**config.mk**
```make
export PLATFORM = sky130hd
export DESIGN_NAME = fwd_interlock_unit
export DESIGN_NICKNAME = d
export VERILOG_FILES = /design/src/rtl/fwd_pkg.sv /design/src/rtl/hazard_pipe.sv /design/src/rtl/loaduse_detect.sv /design/src/rtl/fwd_select.sv /design/src/rtl/fwd_interlock_unit.sv
export SDC_FILE = /design/constraint.sdc
export NUM_CORES = 1
export LEC_CHECK = 0
export ABC_AREA = 0
export ABC_CLOCK_PERIOD_IN_PS = 1700
export BUFFER_PORTS_ARGS = -buffer_cell sky130_fd_sc_hd__clkbuf_2
export CAP_MARGIN = 20
export CORE_MARGIN = 2
export CORE_UTILIZATION = 40
export DETAILED_ROUTE_END_ITERATION = 16
export SLEW_MARGIN = 20
export SYNTH_ARGS = -nofsm -noshare
export SYNTH_HDL_FRONTEND = slang
export SYNTH_SLANG_ARGS = --single-unit
```
**constraint.sdc**
```tcl
create_clock -name clk -period 1.7 [get_ports clk]
set_input_delay 0.085 -clock clk [delete_from_list [all_inputs] [get_ports clk]]
set_output_delay 0.085 -clock clk [all_outputs]
set_load 0.02 [all_outputs]
```
**src/rtl/fwd_pkg.sv**
```systemverilog
package fwd_pkg;

    parameter int unsigned RIDX_W = 5;
    localparam int unsigned NUM_SEL = 3;

    typedef logic [RIDX_W-1:0] ridx_t;

    typedef enum logic [1:0] {
        SRC_RF  = 2'b00,
        SRC_WB  = 2'b01,
        SRC_MEM = 2'b10
    } src_sel_e;

    // Decode / execute summary
    typedef struct packed {
        logic  valid;
        logic  wr_en;
        logic  is_load;
        logic  is_store;
        ridx_t rd;
        ridx_t rs1;
        ridx_t rs2;
        logic  use_rs1;
        logic  use_rs2;
    } slot_t;

    // Memory-stage summary
    typedef struct packed {
        logic  valid;
        logic  wr_en;
        logic  is_load;
        logic  is_store;
        ridx_t rd;
        ridx_t rs2;
    } late_t;

    // Writeback-stage summary
    typedef struct packed {
        logic  valid;
        logic  wr_en;
        logic  is_load;
        ridx_t rd;
    } wb_t;

    function automatic late_t to_late(slot_t s);
        late_t l;
        l.valid    = s.valid;
        l.wr_en    = s.wr_en;
        l.is_load  = s.is_load;
        l.is_store = s.is_store;
        l.rd       = s.rd;
        l.rs2      = s.rs2;
        return l;
    endfunction

    function automatic wb_t to_wb(late_t l);
        wb_t w;
        w.valid   = l.valid;
        w.wr_en   = l.wr_en;
        w.is_load = l.is_load;
        w.rd      = l.rd;
        return w;
    endfunction

    // A live producer that writes a nonzero register equal to r
    function automatic logic produces(logic v, logic we, ridx_t rd, ridx_t r);
        return v && we && (rd != '0) && (rd == r);
    endfunction

endpackage

```
**src/rtl/hazard_pipe.sv**
```systemverilog
module hazard_pipe
    import fwd_pkg::*;
(
    input  logic  clk,
    input  logic  rst,
    input  slot_t dec_slot,
    input  logic  bubble,
    output slot_t idex,
    output late_t exmem,
    output wb_t   memwb
);

    always_ff @(posedge clk) begin
        if (rst) begin
            idex  <= '0;
            exmem <= '0;
            memwb <= '0;
        end else begin
            idex  <= bubble ? slot_t'('0) : dec_slot;
            exmem <= to_late(idex);
            memwb <= to_wb(exmem);
        end
    end

    // a hold leaves an empty execute slot behind it
    a_r7_bubble_inserted: assert property (@(posedge clk) disable iff (rst)
        bubble |=> !idex.valid);

    // older work keeps moving during a hold
    a_r7_older_advance: assert property (@(posedge clk) disable iff (rst)
        (bubble && idex.valid) |=> exmem.valid);

endmodule

```
**src/rtl/loaduse_detect.sv**
```systemverilog
module loaduse_detect
    import fwd_pkg::*;
(
    input  slot_t dec_slot,
    input  slot_t idex,
    output logic  hold
);

    logic ld_in_ex;
    logic hit_a;
    logic hit_b;

    always_comb begin
        ld_in_ex = idex.valid && idex.is_load && idex.wr_en && (idex.rd != '0);
        hit_a    = dec_slot.use_rs1 && (dec_slot.rs1 == idex.rd);
        hit_b    = dec_slot.use_rs2 && (dec_slot.rs2 == idex.rd);
        hold     = dec_slot.valid && ld_in_ex && (hit_a || hit_b);
    end

endmodule

```
**src/rtl/fwd_select.sv**
```systemverilog
module fwd_select
    import fwd_pkg::*;
(
    input  logic     clk,
    input  logic     rst,
    input  logic     need,
    input  ridx_t    rs,
    input  logic     mem_valid,
    input  logic     mem_wr_en,
    input  logic     mem_load,
    input  ridx_t    mem_rd,
    input  logic     wb_valid,
    input  logic     wb_wr_en,
    input  ridx_t    wb_rd,
    output src_sel_e sel
);

    logic mem_hit;
    logic wb_hit;

    always_comb begin
        mem_hit = need && produces(mem_valid, mem_wr_en, mem_rd, rs);
        wb_hit  = need && produces(wb_valid, wb_wr_en, wb_rd, rs);
        if (mem_hit)
            sel = mem_load ? SRC_RF : SRC_MEM;
        else if (wb_hit)
            sel = SRC_WB;
        else
            sel = SRC_RF;
    end

    // register 0 is never bypassed
    a_r5_zero_never: assert property (@(posedge clk) disable iff (rst)
        (rs == '0) |-> (sel == SRC_RF));

    // an unused source stays on the register file
    a_r9_unused_rf: assert property (@(posedge clk) disable iff (rst)
        !need |-> (sel == SRC_RF));

    // a load address is never taken as an operand
    a_r2_no_load_bypass: assert property (@(posedge clk) disable iff (rst)
        (sel == SRC_MEM) |-> (mem_valid && !mem_load));

    // writeback select only with a live writer there
    a_r3_wb_writer: assert property (@(posedge clk) disable iff (rst)
        (sel == SRC_WB) |-> (wb_valid && wb_wr_en));

endmodule

```
**src/rtl/fwd_interlock_unit.sv**
```systemverilog
module fwd_interlock_unit
    import fwd_pkg::*;
(
    input  logic                clk,
    input  logic                rst,
    input  logic                dec_valid,
    input  logic [RIDX_W-1:0]   dec_rs1,
    input  logic [RIDX_W-1:0]   dec_rs2,
    input  logic                dec_use_rs1,
    input  logic                dec_use_rs2,
    input  logic                dec_store,
    input  logic                dec_load,
    input  logic                dec_wr_en,
    input  logic [RIDX_W-1:0]   dec_rd,
    output logic                hold_front,
    output logic                ex_valid,
    output logic [1:0]          ex_sel_a,
    output logic [1:0]          ex_sel_b,
    output logic [1:0]          ex_sel_sd,
    output logic                mem_sd_from_wb
);

    slot_t    dec_slot;
    slot_t    idex;
    late_t    exmem;
    wb_t      memwb;
    logic     hold;
    logic     [NUM_SEL-1:0] need;
    ridx_t    src_idx [NUM_SEL];
    src_sel_e sel     [NUM_SEL];

    always_comb begin
        dec_slot.valid    = dec_valid;
        dec_slot.wr_en    = dec_wr_en;
        dec_slot.is_load  = dec_load;
        dec_slot.is_store = dec_store;
        dec_slot.rd       = dec_rd;
        dec_slot.rs1      = dec_rs1;
        dec_slot.rs2      = dec_rs2;
        dec_slot.use_rs1  = dec_use_rs1;
        dec_slot.use_rs2  = dec_use_rs2;
    end

    loaduse_detect u_detect (
        .dec_slot (dec_slot),
        .idex     (idex),
        .hold     (hold)
    );

    hazard_pipe u_pipe (
        .clk      (clk),
        .rst      (rst),
        .dec_slot (dec_slot),
        .bubble   (hold),
        .idex     (idex),
        .exmem    (exmem),
        .memwb    (memwb)
    );

    // Port 0: operand A, port 1: operand B, port 2: store data
    always_comb begin
        need[0]    = idex.valid && idex.use_rs1;
        need[1]    = idex.valid && idex.use_rs2;
        need[2]    = idex.valid && idex.is_store;
        src_idx[0] = idex.rs1;
        src_idx[1] = idex.rs2;
        src_idx[2] = idex.rs2;
    end

    for (genvar g = 0; g < NUM_SEL; g++) begin : g_sel
        fwd_select u_sel (
            .clk       (clk),
            .rst       (rst),
            .need      (need[g]),
            .rs        (src_idx[g]),
            .mem_valid (exmem.valid),
            .mem_wr_en (exmem.wr_en),
            .mem_load  (exmem.is_load),
            .mem_rd    (exmem.rd),
            .wb_valid  (memwb.valid),
            .wb_wr_en  (memwb.wr_en),
            .wb_rd     (memwb.rd),
            .sel       (sel[g])
        );
    end

    always_comb begin
        hold_front     = hold;
        ex_valid       = idex.valid;
        ex_sel_a       = sel[0];
        ex_sel_b       = sel[1];
        ex_sel_sd      = sel[2];
        mem_sd_from_wb = exmem.valid && exmem.is_store && memwb.is_load
                         && produces(memwb.valid, memwb.wr_en, memwb.rd, exmem.rs2);
    end

    // the hold lasts exactly one cycle
    a_r7_single_hold: assert property (@(posedge clk) disable iff (rst)
        hold_front |=> !hold_front);

    // after a hold and its bubble, the consumer reads the writeback value
    a_r7_then_forward: assert property (@(posedge clk) disable iff (rst)
        $past(hold_front) && !ex_valid |=> (ex_sel_a == 2'b01 || ex_sel_b == 2'b01));

    // a late store-data forward follows an execute cycle that did not bypass from memory
    a_r8_late_store: assert property (@(posedge clk) disable iff (rst)
        mem_sd_from_wb |-> ($past(ex_sel_sd) == 2'b00));

    // nothing is live in execute right after reset
    a_r1_reset_empty: assert property (@(posedge clk)
        rst |=> !ex_valid);

endmodule

```
==> impl_results.md, run 1 <==
* Core box area at around 4300 sq um
* GR Overflow Total at 0
* Layout cells sized above 1 at 0.318
* Critical path peak fanout at 3
* Most common flop cell mapped by yosys: dfxtp_1
* Post-route ant nets at 0
* Layout Cells excl Fill at 285
* Met2 Wirelength at 1800 um
* Layout area overhead at 30.2%
* Drt pass-1 iters at 4
* Post-synthesis mux area share at 0
* Worst setup startpoint: u_pipe.exmem[8]$_SDFF_PP0_
* CP Launch Type: flop
* Placed cell count at 266
* Vias post-DR at roughly 1300
* Cell area power density at between 800 and 900 nW/um^2
* Post-Synth Simple-Gate Area at 0.250
* Global-route wire length before repair at 6180 um
* Fin crit share at 1.15
* Main area contributors after synthesis: dfxtp_1 (48%), xnor2_1 (9.3%), nor2b_1 (8.1%)
* Met3 wire length at 123 um
* DRC at 0
* WL/cell at 13.1 um
* Max Freq at 0.512 GHz
* Final Net Count at 255
* Worst slack, placed at between 30 and 40 ps
* Hold Slack at 18.8 ps
* Relative slew slack at 0.537
* Vias in the first global route at 1354
* Final core occ at 0.538
* Die X at 70.8 um
* Clk slew on worst S/H paths at 80 ps
* Worst Path Arrival at 1870 ps
* Max Cap Viol at 0
* Synth Cell Area at 1790 sq um
* Minimum clock period at 1950 ps
* Ys async rst share at 0
* Post-Route WL at 3730 um
* CTS Sinks at 43
* Synth Area in Adders at 0
* Post-synthesis compound-gate area fraction at 0.0778
* HPWL after detailed placement at 2710 um
* Clock Latency Late Sink at 290 ps
* Cell taking the most area after synthesis: dfxtp_1
* Count leader, synth: dfxtp_1
* Final Slew Violations at 0
* Post-synth EDFFs at 0
* Largest net degree at the start of global routing at 44
* Post-synthesis xor/xnor area fraction at 0.172
* Initial core utilization at 0.413
* CTS Buffer Depth at 2
* Die H at 70.8 um
* Setup Total Neg Slack at -1070 ps
* Static Leak at 0.991 nW
* Max VDD drop at 0.624 mV
* Yosys reg bits at 43
* RR Startpoint: u_pipe.idex[14]$_SDFF_PP0_
* Top cells by count, synth: dfxtp_1 (43), nor2b_1 (23), a21oi_1 (22)
* CTS Buf Count at 5
* YS warnings at 0
* Hold Violations, Final at 0
* Critical path class: flop to output pin
* H-tree Lvls at 2
* Final Skew at 4.66 ps
* Initial antenna violation count at 0
* Main combinational cell family by area after synthesis: simple AND/OR/NAND/NOR gates
* Crit end category: output pin
* Top Layer Used: met4
* Sequential share of the synthesized area at 0.482
* Mean area per synthesized cell at 9.60 sq um
* Worst slew pin tran at 694 ps
* Met1 wire length at 1770 um
* Required @ worst endpoint at 1620 ps
* Synth Instances at 186
* Row cnt at 24
* Routability cong. at ~0.80
* Port Buffers at 31
* CTS Root Cell: clkbuf_8
* 1st-iter DRT viols at between 60 and 70
* HP Class: primary input to flop
* Setup ws final at -253 ps
* RSZ-0062 raised after global routing: true
* # IOs at 32
* Tot GR Track Use at 0.158
* Post-DR vias/cell at 4.73
* Status: complete, but fails checks
* Final setup violation count at 7
* Area share of the largest cell type after synthesis at 0.482
* N_diodes at 0
* Post-synth cell types at 22
* Die area at roughly 5000 sq um
* Failing checks: negative setup slack
* CTS tree: built
* Syn_nets at 209
* Min-delay src: dec_use_rs1
through the flow:
step / power (mW) / instance area (sq um)
3_3_place_gp: 1.30 / 2020
5_1_grt: 2.10 / 2320
2_1_floorplan: 1.23 / 1800
6_report: 2.01 / 2320
3_5_place_dp: 1.30 / 2020
4_1_cts: 2.00 / 2270
layout make-up:
class,count,area [sq um]
fillers,409,2000
multi-input cells,135,971
flip-flops and latches,43,882
repair buffers,47,308
clock buffers,6,82.6
well taps,52,65.1
clock inverters,2,16.3
flip-flops by register name (all words and copies together) (netlist names):
| signal | count |
|---|---|
| u_pipe.exmem | 14 |
| u_pipe.idex | 21 |
| u_pipe.memwb | 8 |
metal layers:
layer  global-route usage  vias to the layer above
li1                     -                      709
met1                0.210                      610
met2                0.252                       26
met3               0.0442                        4
met4               0.0482                        0
met5                    0                        -
worst max-delay path: stages, from the launching register on:
cell and delay, ps:
dfxtp_2 330, or4_4 540, o211ai_4 210, nor4_2 90, nor3_1 220, buf_4 180
cells by family after synthesis:
group | after synthesis
DFF | 43
xor gates and xnor gates | 35
buffers and inverters | 8
AOI/OAI and AO/OA | 25
and+or+nand+nor | 75
worst paths after layout:
path / end / slack (ps) / cells after the start
worst max-delay path: ex_sel_sd[0] / -250 / 5
worst min-delay path: u_pipe.idex[1]$_SDFF_PP0_ / 20 / 3
worst max register to register: u_pipe.idex[6]$_SDFF_PP0_ / 410 / 5
worst min register to register: u_pipe.exmem[11]$_SDFF_PP0_ / 470 / 1
power breakdown:
part / total [mW] / internal [mW] / switching [mW]
Combinational: 0.220 / 0.125 / 0.0956
Sequential: 1.10 / 1.05 / 0.0451
Clock: 0.690 / 0.332 / 0.358
Total: 2.01 / 1.51 / 0.499
what timing repair did:
item | in CTS | in global routing
gates resized for setup | 19 | 17
setup endpoints to repair | 7 | 8
endpoints found under the hold margin | 8 | 0
setup buffers | 2 | 1
hold buffers | 8 | 0
pin swaps | 7 | 4
cell usage in the layout (no fill, tap or decap), types with 2 or more instances in the layout:
master | netlist | layout
dfxtp_1 | 43 | 30
clkbuf_2 | 0 | 26
nor2b_1 | 23 | 23
a21oi_1 | 22 | 22
nand2b_1 | 21 | 21
xor2_1 | 16 | 16
xnor2_1 | 19 | 16
buf_4 | 0 | 13
dfxtp_2 | 0 | 11
dlygate4sd3_1 | 0 | 8
nand2_1 | 6 | 6
clkbuf_8 | 0 | 6
nand4_1 | 5 | 5
xnor2_2 | 0 | 3
nor4_2 | 0 | 3
nor3_1 | 5 | 3
nor3_2 | 1 | 3
or4_4 | 0 | 2
nor4_1 | 5 | 2
nor2_1 | 2 | 2
dfxtp_4 | 0 | 2
Note: power is estimated with default switching activity, not from simulation.
==> run 2: changes to the inputs <==
Settings changed: ABC_AREA 0 to 1, PLACE_DENSITY from default to 0.67, REMOVE_ABC_BUFFERS from default to 1.
==> run 2 against run 1 <==
The flow now finishes without violations. Via count is 26% higher. Global-route usage is 0.35 points higher. Non-clock buffer count is 6 lower. Synthesized area is 5.2% higher. Cell area is 1.3% lower. Combinational power is 2% higher. Critical path type unchanged. Largest cell class is now sequential cells. Sequential share of layout area is 0.083 points lower. Die area is 4.9% higher.
==> impl_results.md, run 2 <==
* Sw Pwr at 0.521 mW (+4.5%)
* CP Launch Type: flop
* Area share of the largest cell type after synthesis at 0.458 (-0.0238)
* Max Freq at 0.634 GHz (+24%)
* Post-synth cell types at 20 (-9.1%)
* Switching part of the total at 0.266 (+0.0176)
* Vias post-DR at 1706 (+26%)
* Die H at 72.5 um (+2.4%)
* Crit end category: output pin
* Top cells by count, synth: nor2_1 (70), nand2_1 (57), inv_1 (54)
* CTS Buffer Depth at 2 (unchanged)
* Slowest CP cell: dfxtp_2
* Most frequent CP cell: nor2_1
* Bufs and invs on worst path at 1 (unchanged)
* Power share of the sequential group at 0.556 (+0.009)
* Die X at 72.5 um (+2.4%)
* Relative slew slack at 0.738 (+0.201)
* Critical path class: flop to output pin
* Post-synthesis xor/xnor area fraction at 0.0466 (-0.125)
* Slowest stage delay, CP at 340 ps (-200 ps)
* Core box area at 4440 sq um (+2.8%)
* Post-synthesis mux area share at 0 (unchanged)
* Worst slew pin tran at 392 ps (-302 ps)
* Clock group share of total power at 0.329 (-0.014)
* YS warnings at 0 (unchanged)
* CTS Buf Count at 5 (unchanged)
* CTS tree: built
* Hold Violations, Final at 0 (unchanged)
* Routability cong. at 0.898 (+13%)
* 1st-iter DRT viols at 90 (+43%)
* Initial core utilization at 0.423 (+0.00967)
* Final setup violation count at 0 (-7)
* Vias in the first global route at 1541 (+14%)
* Met3 wire length at 174 um (+41%)
* Met2 Wirelength at 1900 um (+5.3%)
* Synth Instances at 277 (+49%)
* WL/cell at 10.8 um (-18%)
* Cell area power density at 854 nW/um^2 (-1.1%)
* Worst slack, placed at 280 ps (+243 ps)
* Placed cell count at 357 (+34%)
* Initial antenna violation count at 0 (unchanged)
* Clk slew on worst S/H paths at 80 ps (about the same)
* Synth Area in Adders at 0 (unchanged)
* Row cnt at 24 (unchanged)
* Minimum clock period at 1580 ps (-375 ps)
* GR Overflow Total at 0 (unchanged)
* Post CTS Setup Buffer Count at 0 (-2)
* H-tree Lvls at 2 (unchanged)
* Critical path peak fanout at 3 (unchanged)
* Clock Latency Late Sink at 300 ps (about the same)
* Top reg by flops: u_pipe.idex
* DRC at 0 (unchanged)
* Static Leak at 1.19 nW (+20%)
* Post-route ant nets at 0 (unchanged)
* Port Buffers at 31 (unchanged)
* Main area contributors after synthesis: dfxtp_1 (46%), nor2_1 (14%), nand2_1 (11%)
* Setup ws final at 122 ps (+375 ps)
* Main combinational cell family by area after synthesis: simple AND/OR/NAND/NOR gates
* # IOs at 32 (unchanged)
* Commonest non-fill, non-tap cell in the layout: nor2_1
* HPWL after detailed placement at 3120 um (+15%)
* Final Net Count at 344 (+35%)
* Most common flop cell mapped by yosys: dfxtp_1
* Final Skew at 4.40 ps (-0.256 ps)
* Layout area overhead at 22.1%
* Delay-heaviest family, CP: simple AND/OR/NAND/NOR gates
* Status: finished clean
* Int Pwr at 1.44 mW (-4.7%)
* Layout cells sized above 1 at 0.193 (-0.125)
* Post-synth EDFFs at 0 (unchanged)
* RSZ-0062 raised after global routing: true
* Top Registers: u_pipe.idex (21), u_pipe.exmem (14), u_pipe.memwb (8)
* Top Layer Used: met4
* Count leader, synth: nor2_1
* Fin crit share at 0.928 (-0.220)
* Post-DR vias/cell at 4.56 (-3.6%)
* Cell taking the most area after synthesis: dfxtp_1
* R2R setup slack at 240 ps (-170 ps)
* N_diodes at 0 (unchanged)
* Drt pass-1 iters at 4 (unchanged)
* Setup Total Neg Slack at 0 ps (+1070 ps)
* Max Cap Viol at 0 (unchanged)
* Layout Cells excl Fill at 374 (+31%)
* Final Slew Violations at 0 (unchanged)
* CTS Sinks at 43 (unchanged)
* Die area at 5260 sq um (+4.9%)
* Mean area per synthesized cell at 6.78 sq um (-29%)
* Most frequent cells in the layout: nor2_1 (69), nand2_1 (57), inv_1 (49)
* Post-synthesis compound-gate area fraction at 0.0273 (-0.0505)
* CTS Root Cell: clkbuf_8
* HP Class: primary input to flop
* Global-route wire length before repair at 6600 um (+6.7%)
* Synth Cell Area at 1880 sq um (+5.2%)
* Max VDD drop at 0.508 mV (-19%)
* Yosys reg bits at 43 (unchanged)
* Cells along the critical path: xnor2_1 -> nand3_1 -> nor2_1 -> nand4_1 -> nor2_1 -> clkbuf_2
* Sequential share of the synthesized area at 0.458 (-0.0238)
* Post-Synth Simple-Gate Area at 0.338 (+0.0876)
* Post-Route WL at 4030 um (+8.0%)
* Max reg flops at 21 (unchanged)
* Ys async rst share at 0 (unchanged)
* Logic pwr share at 0.115 (+0.005)
* Worst Path Arrival at 1490 ps (-380 ps)
* Met1 wire length at 1890 um (+6.8%)
* Largest net degree at the start of global routing at 23 (-48%)
* Required @ worst endpoint at 1620 ps (about the same)
* Tot GR Track Use at 0.162 (+0.00352)
==> run 2: cell families (layout without fill, tap and decap cells) <==
logic type / Yosys count / after routing
AND/OR/NAND/NOR: 155 / 155
flip-flops: 43 / 43
buffers and inverters: 61 / 106
AO/OA/AOI/OAI: 8 / 8
XOR/XNOR: 10 / 10
==> run 2: routing by layer <==
metal,track usage,vias up
met2,0.266,45
met4,0.0576,0
met5,0,-
met1,0.204,742
met3,0.0431,7
li1,-,912
==> run 2: final cells by class <==
type | instances | area [sq um]
multi-input combinational | 173 | 800
clock inverter | 3 | 20.0
clock buffer | 5 | 68.8
timing repair buffer | 41 | 258
sequential | 43 | 868
fill | 446 | 2150
inverter | 57 | 214
tap | 52 | 65.1
==> run 2: repair_timing <==
item                                   CTS  global route
setup endpoints to repair                0             6
hold buffers                             9             0
resized for setup                        0            23
endpoints found under the hold margin    9             0
==> run 2: path summary, 6_finish.rpt <==
check,depth (start not counted),endpoint,from
setup / recovery,6,ex_sel_a[1],u_pipe.exmem[9]$_SDFF_PP0_
hold / removal,3,u_pipe.idex[1]$_SDFF_PP0_,dec_use_rs1
setup reg to reg,9,u_pipe.idex[11]$_SDFF_PP0_,u_pipe.idex[14]$_SDFF_PP0_
hold reg to reg,2,u_pipe.exmem[11]$_SDFF_PP0_,u_pipe.idex[18]$_SDFF_PP0_
==> run 2: power groups by stage <==
stage | Combinational [mW] | Clock [mW] | Sequential [mW]
after floorplan | 0.130 | 0 | 1.10
after global placement | 0.199 | 0 | 1.11
after detailed placement | 0.203 | 0 | 1.11
after CTS | 0.219 | 0.660 | 1.09
after global routing | 0.256 | 0.701 | 1.10
final | 0.225 | 0.644 | 1.09
==> run 2: metrics by stage <==
stage	area, sq um	power [mW]	utilization	hold WS [ps]
floorplan	1850	1.23	-	156
global placement	2080	1.31	0.467	283
detailed placement	2080	1.31	0.467	286
CTS	2250	1.97	0.507	11.2
global route	2290	2.05	0.516	28.3
finish	2290	1.96	0.516	18.2
==> run 2: tightest hold or removal path: cells and delay by family <==
| family | cells | cell delay [ps] |
|---|---|---|
| AND/OR/NAND/NOR | 1 | 40 |
| buffers and inverters | 2 | 150 |
==> run 3: changes to the inputs <==
Settings changed: PLACE_DENSITY 0.67 to default, PLACE_DENSITY_LB_ADDON from default to 0.3.
==> run 3 against run 2 <==
Count of clock-buffer cells in the layout did not move. Combinational power is 3% lower. Worst setup slack worse by 8.3 ps. Critical path type unchanged.
==> impl_results.md, run 3 (synthesis results as in run 2) <==
* WL/cell at 10.7 um (-0.31%)
* Max VDD drop at 0.362 mV (-29%)
* Cells along the critical path: inv_1 -> nand2_1 -> nand4_1 -> nor2_1 -> nand3_2 -> nor3_1 -> buf_2
* HP Class: primary input to flop
* PnR Total Power at 2.07 mW (+5.7%)
* Top reg by flops: u_pipe.idex
* Max Freq at 0.630 GHz (-0.52%)
* Static Leak at 1.18 nW (-0.53%)
* Largest net degree at the start of global routing at 23 (unchanged)
* Clk slew on worst S/H paths at 80 ps (about the same)
* Initial core utilization at 0.423 (unchanged)
* Final Net Count at 343 (-0.29%)
* Vias post-DR at 1667 (-2.3%)
* Most frequent cells in the layout: nor2_1 (70), nand2_1 (57), inv_1 (53)
* Worst slack, placed at 258 ps (-21.3 ps)
* Die area at 5260 sq um (unchanged)
* Top Layer Used: met4
* Relative slew slack at 0.742 (+0.00406)
* Layout Cells excl Fill at 372 (-0.53%)
* R2R cell count at 9 (unchanged)
* Slowest stage delay, CP at 380 ps (+40 ps)
* Initial antenna violation count at 0 (unchanged)
* Core box area at 4440 sq um (unchanged)
* Setup ws final at 113 ps (-8.31 ps)
* CP Launch Type: flop
* Post-DR vias/cell at 4.48 (-1.8%)
* Cell area power density at 907 nW/um^2 (+6.1%)
* Post-route ant nets at 0 (unchanged)
* RR Startpoint: u_pipe.idex[16]$_SDFF_PP0_
* Top Registers: u_pipe.idex (21), u_pipe.exmem (14), u_pipe.memwb (8)
* Commonest non-fill, non-tap cell in the layout: nor2_1
* Drt pass-1 iters at 5 (+1)
* Required @ worst endpoint at 1620 ps (about the same)
* Crit end category: output pin
* Met2 Wirelength at 1850 um (-2.7%)
* Minimum clock period at 1590 ps (+8.31 ps)
* Die X at 72.5 um (unchanged)
* Clock Latency Late Sink at 290 ps (about the same)
* Setup Total Neg Slack at 0 ps (unchanged)
* N_diodes at 0 (unchanged)
* Final core occ at 0.514 (-0.00225)
* Delay-heaviest family, CP: simple AND/OR/NAND/NOR gates
* Tot GR Track Use at 0.169 (+0.00705)
* Met1 wire length at 1840 um (-2.6%)
* Die H at 72.5 um (unchanged)
* Hold Violations, Final at 0 (unchanged)
* Post-Route WL at 3990 um (-0.84%)
* GR Overflow Total at 0 (unchanged)
* Routability cong. at 0.954 (+6.3%)
* # IOs at 32 (unchanged)
* CTS Buf Count at 5 (unchanged)
* HPWL after detailed placement at 3030 um (-2.8%)
* Worst Path Arrival at 1500 ps (about the same)
* Reg2reg end: u_pipe.idex[9]$_SDFF_PP0_
* Port Buffers at 31 (unchanged)
* Worst setup startpoint: u_pipe.idex[3]$_SDFF_PP0_
* Status: finished clean
* Min-delay src: dec_valid
* Worst slew pin tran at 386 ps (-6.07 ps)
* Fin crit share at 0.933 (+0.00489)
* Post CTS Setup Buffer Count at 0 (unchanged)
* Max reg flops at 21 (unchanged)
* Slowest CP cell: dfxtp_1
* R2R setup slack at 280 ps (+40 ps)
* 1st-iter DRT viols at 110 (+22%)
* Layout cells sized above 1 at 0.163 (-0.0300)
* CTS tree: built
* Global-route wire length before repair at 6870 um (+4.2%)
* Placed cell count at 357 (unchanged)
* Hold Path Cell Cnt at 3 (unchanged)
* DRC at 0 (unchanged)
* Layout area overhead at 21.6%
* Vias in the first global route at 1594 (+3.4%)
* CTS Sinks at 43 (unchanged)
* Row cnt at 24 (unchanged)
* Critical path peak fanout at 4 (+1)
* Max Cap Viol at 0 (unchanged)
* Met3 wire length at 193 um (+11%)
* Critical path class: flop to output pin
* Final Skew at 6.31 ps (+1.90 ps)
* H-tree Lvls at 2 (unchanged)
* Bufs and invs on worst path at 2 (+1)
* Final Slew Violations at 0 (unchanged)
* CTS Buffer Depth at 2 (unchanged)
* Hold Crit Endpoint: u_pipe.idex[20]$_SDFF_PP0_
* Final setup violation count at 0 (unchanged)
* CTS Root Cell: clkbuf_8
run 3: cell types whose count changed in the layout (fill, tap and decap cells not counted), moves of 2 or more:
cell / delta
inv_2: -4
inv_1: +4
dfxtp_2: -2
dfxtp_1: +2
run 3: worst max-delay path by stage:
stage | slack [ps] | cells after the start | to
global placement | 310 | 9 | u_pipe.idex[9]$_SDFF_PP0_
detailed placement | 260 | 9 | u_pipe.idex[9]$_SDFF_PP0_
CTS | 70 | 5 | ex_sel_sd[1]
floorplan | 400 | 6 | ex_sel_b[1]
finish | 110 | 7 | ex_sel_sd[1]
global route | -20 | 7 | ex_sel_sd[1]
run 3: power by group:
part	switching, mW	leakage (nW)	internal, mW
sequential	0.0365	0.357	1.05
combinational	0.122	0.777	0.0969
clock	0.334	0.0502	0.429
run 3: final cells by class:
type / count / area [sq um]
clock inverter: 2 / 37.5
inverter: 57 / 214
sequential: 43 / 866
timing repair buffer: 40 / 245
clock buffer: 5 / 68.8
tap: 52 / 65.1
fill: 457 / 2160
multi-input combinational: 173 / 787
run 3: through the flow:
step	area, sq um	hold slack [ps]
after detailed placement	2080	286
after global placement	2080	283
after CTS	2260	1.11
final	2280	7.70
after global routing	2280	12.3
after floorplan	1850	156
run 3: tightest hold or removal path: stages:
cell and delay (ps):
clkbuf_2 90, inv_1 40, nor2_1 40
run 3: layer usage:
layer / vias up / global-route usage
li1: 906 / -
met1: 701 / 0.203
met2: 47 / 0.279
met3: 13 / 0.0458
met4: 0 / 0.0802
met5: - / 0
run 3: timing repair:
item,in CTS,in global routing
endpoints found under the setup margin,0,7
hold endpoints to repair,8,0
hold buffers,8,0
gates resized for setup,0,12
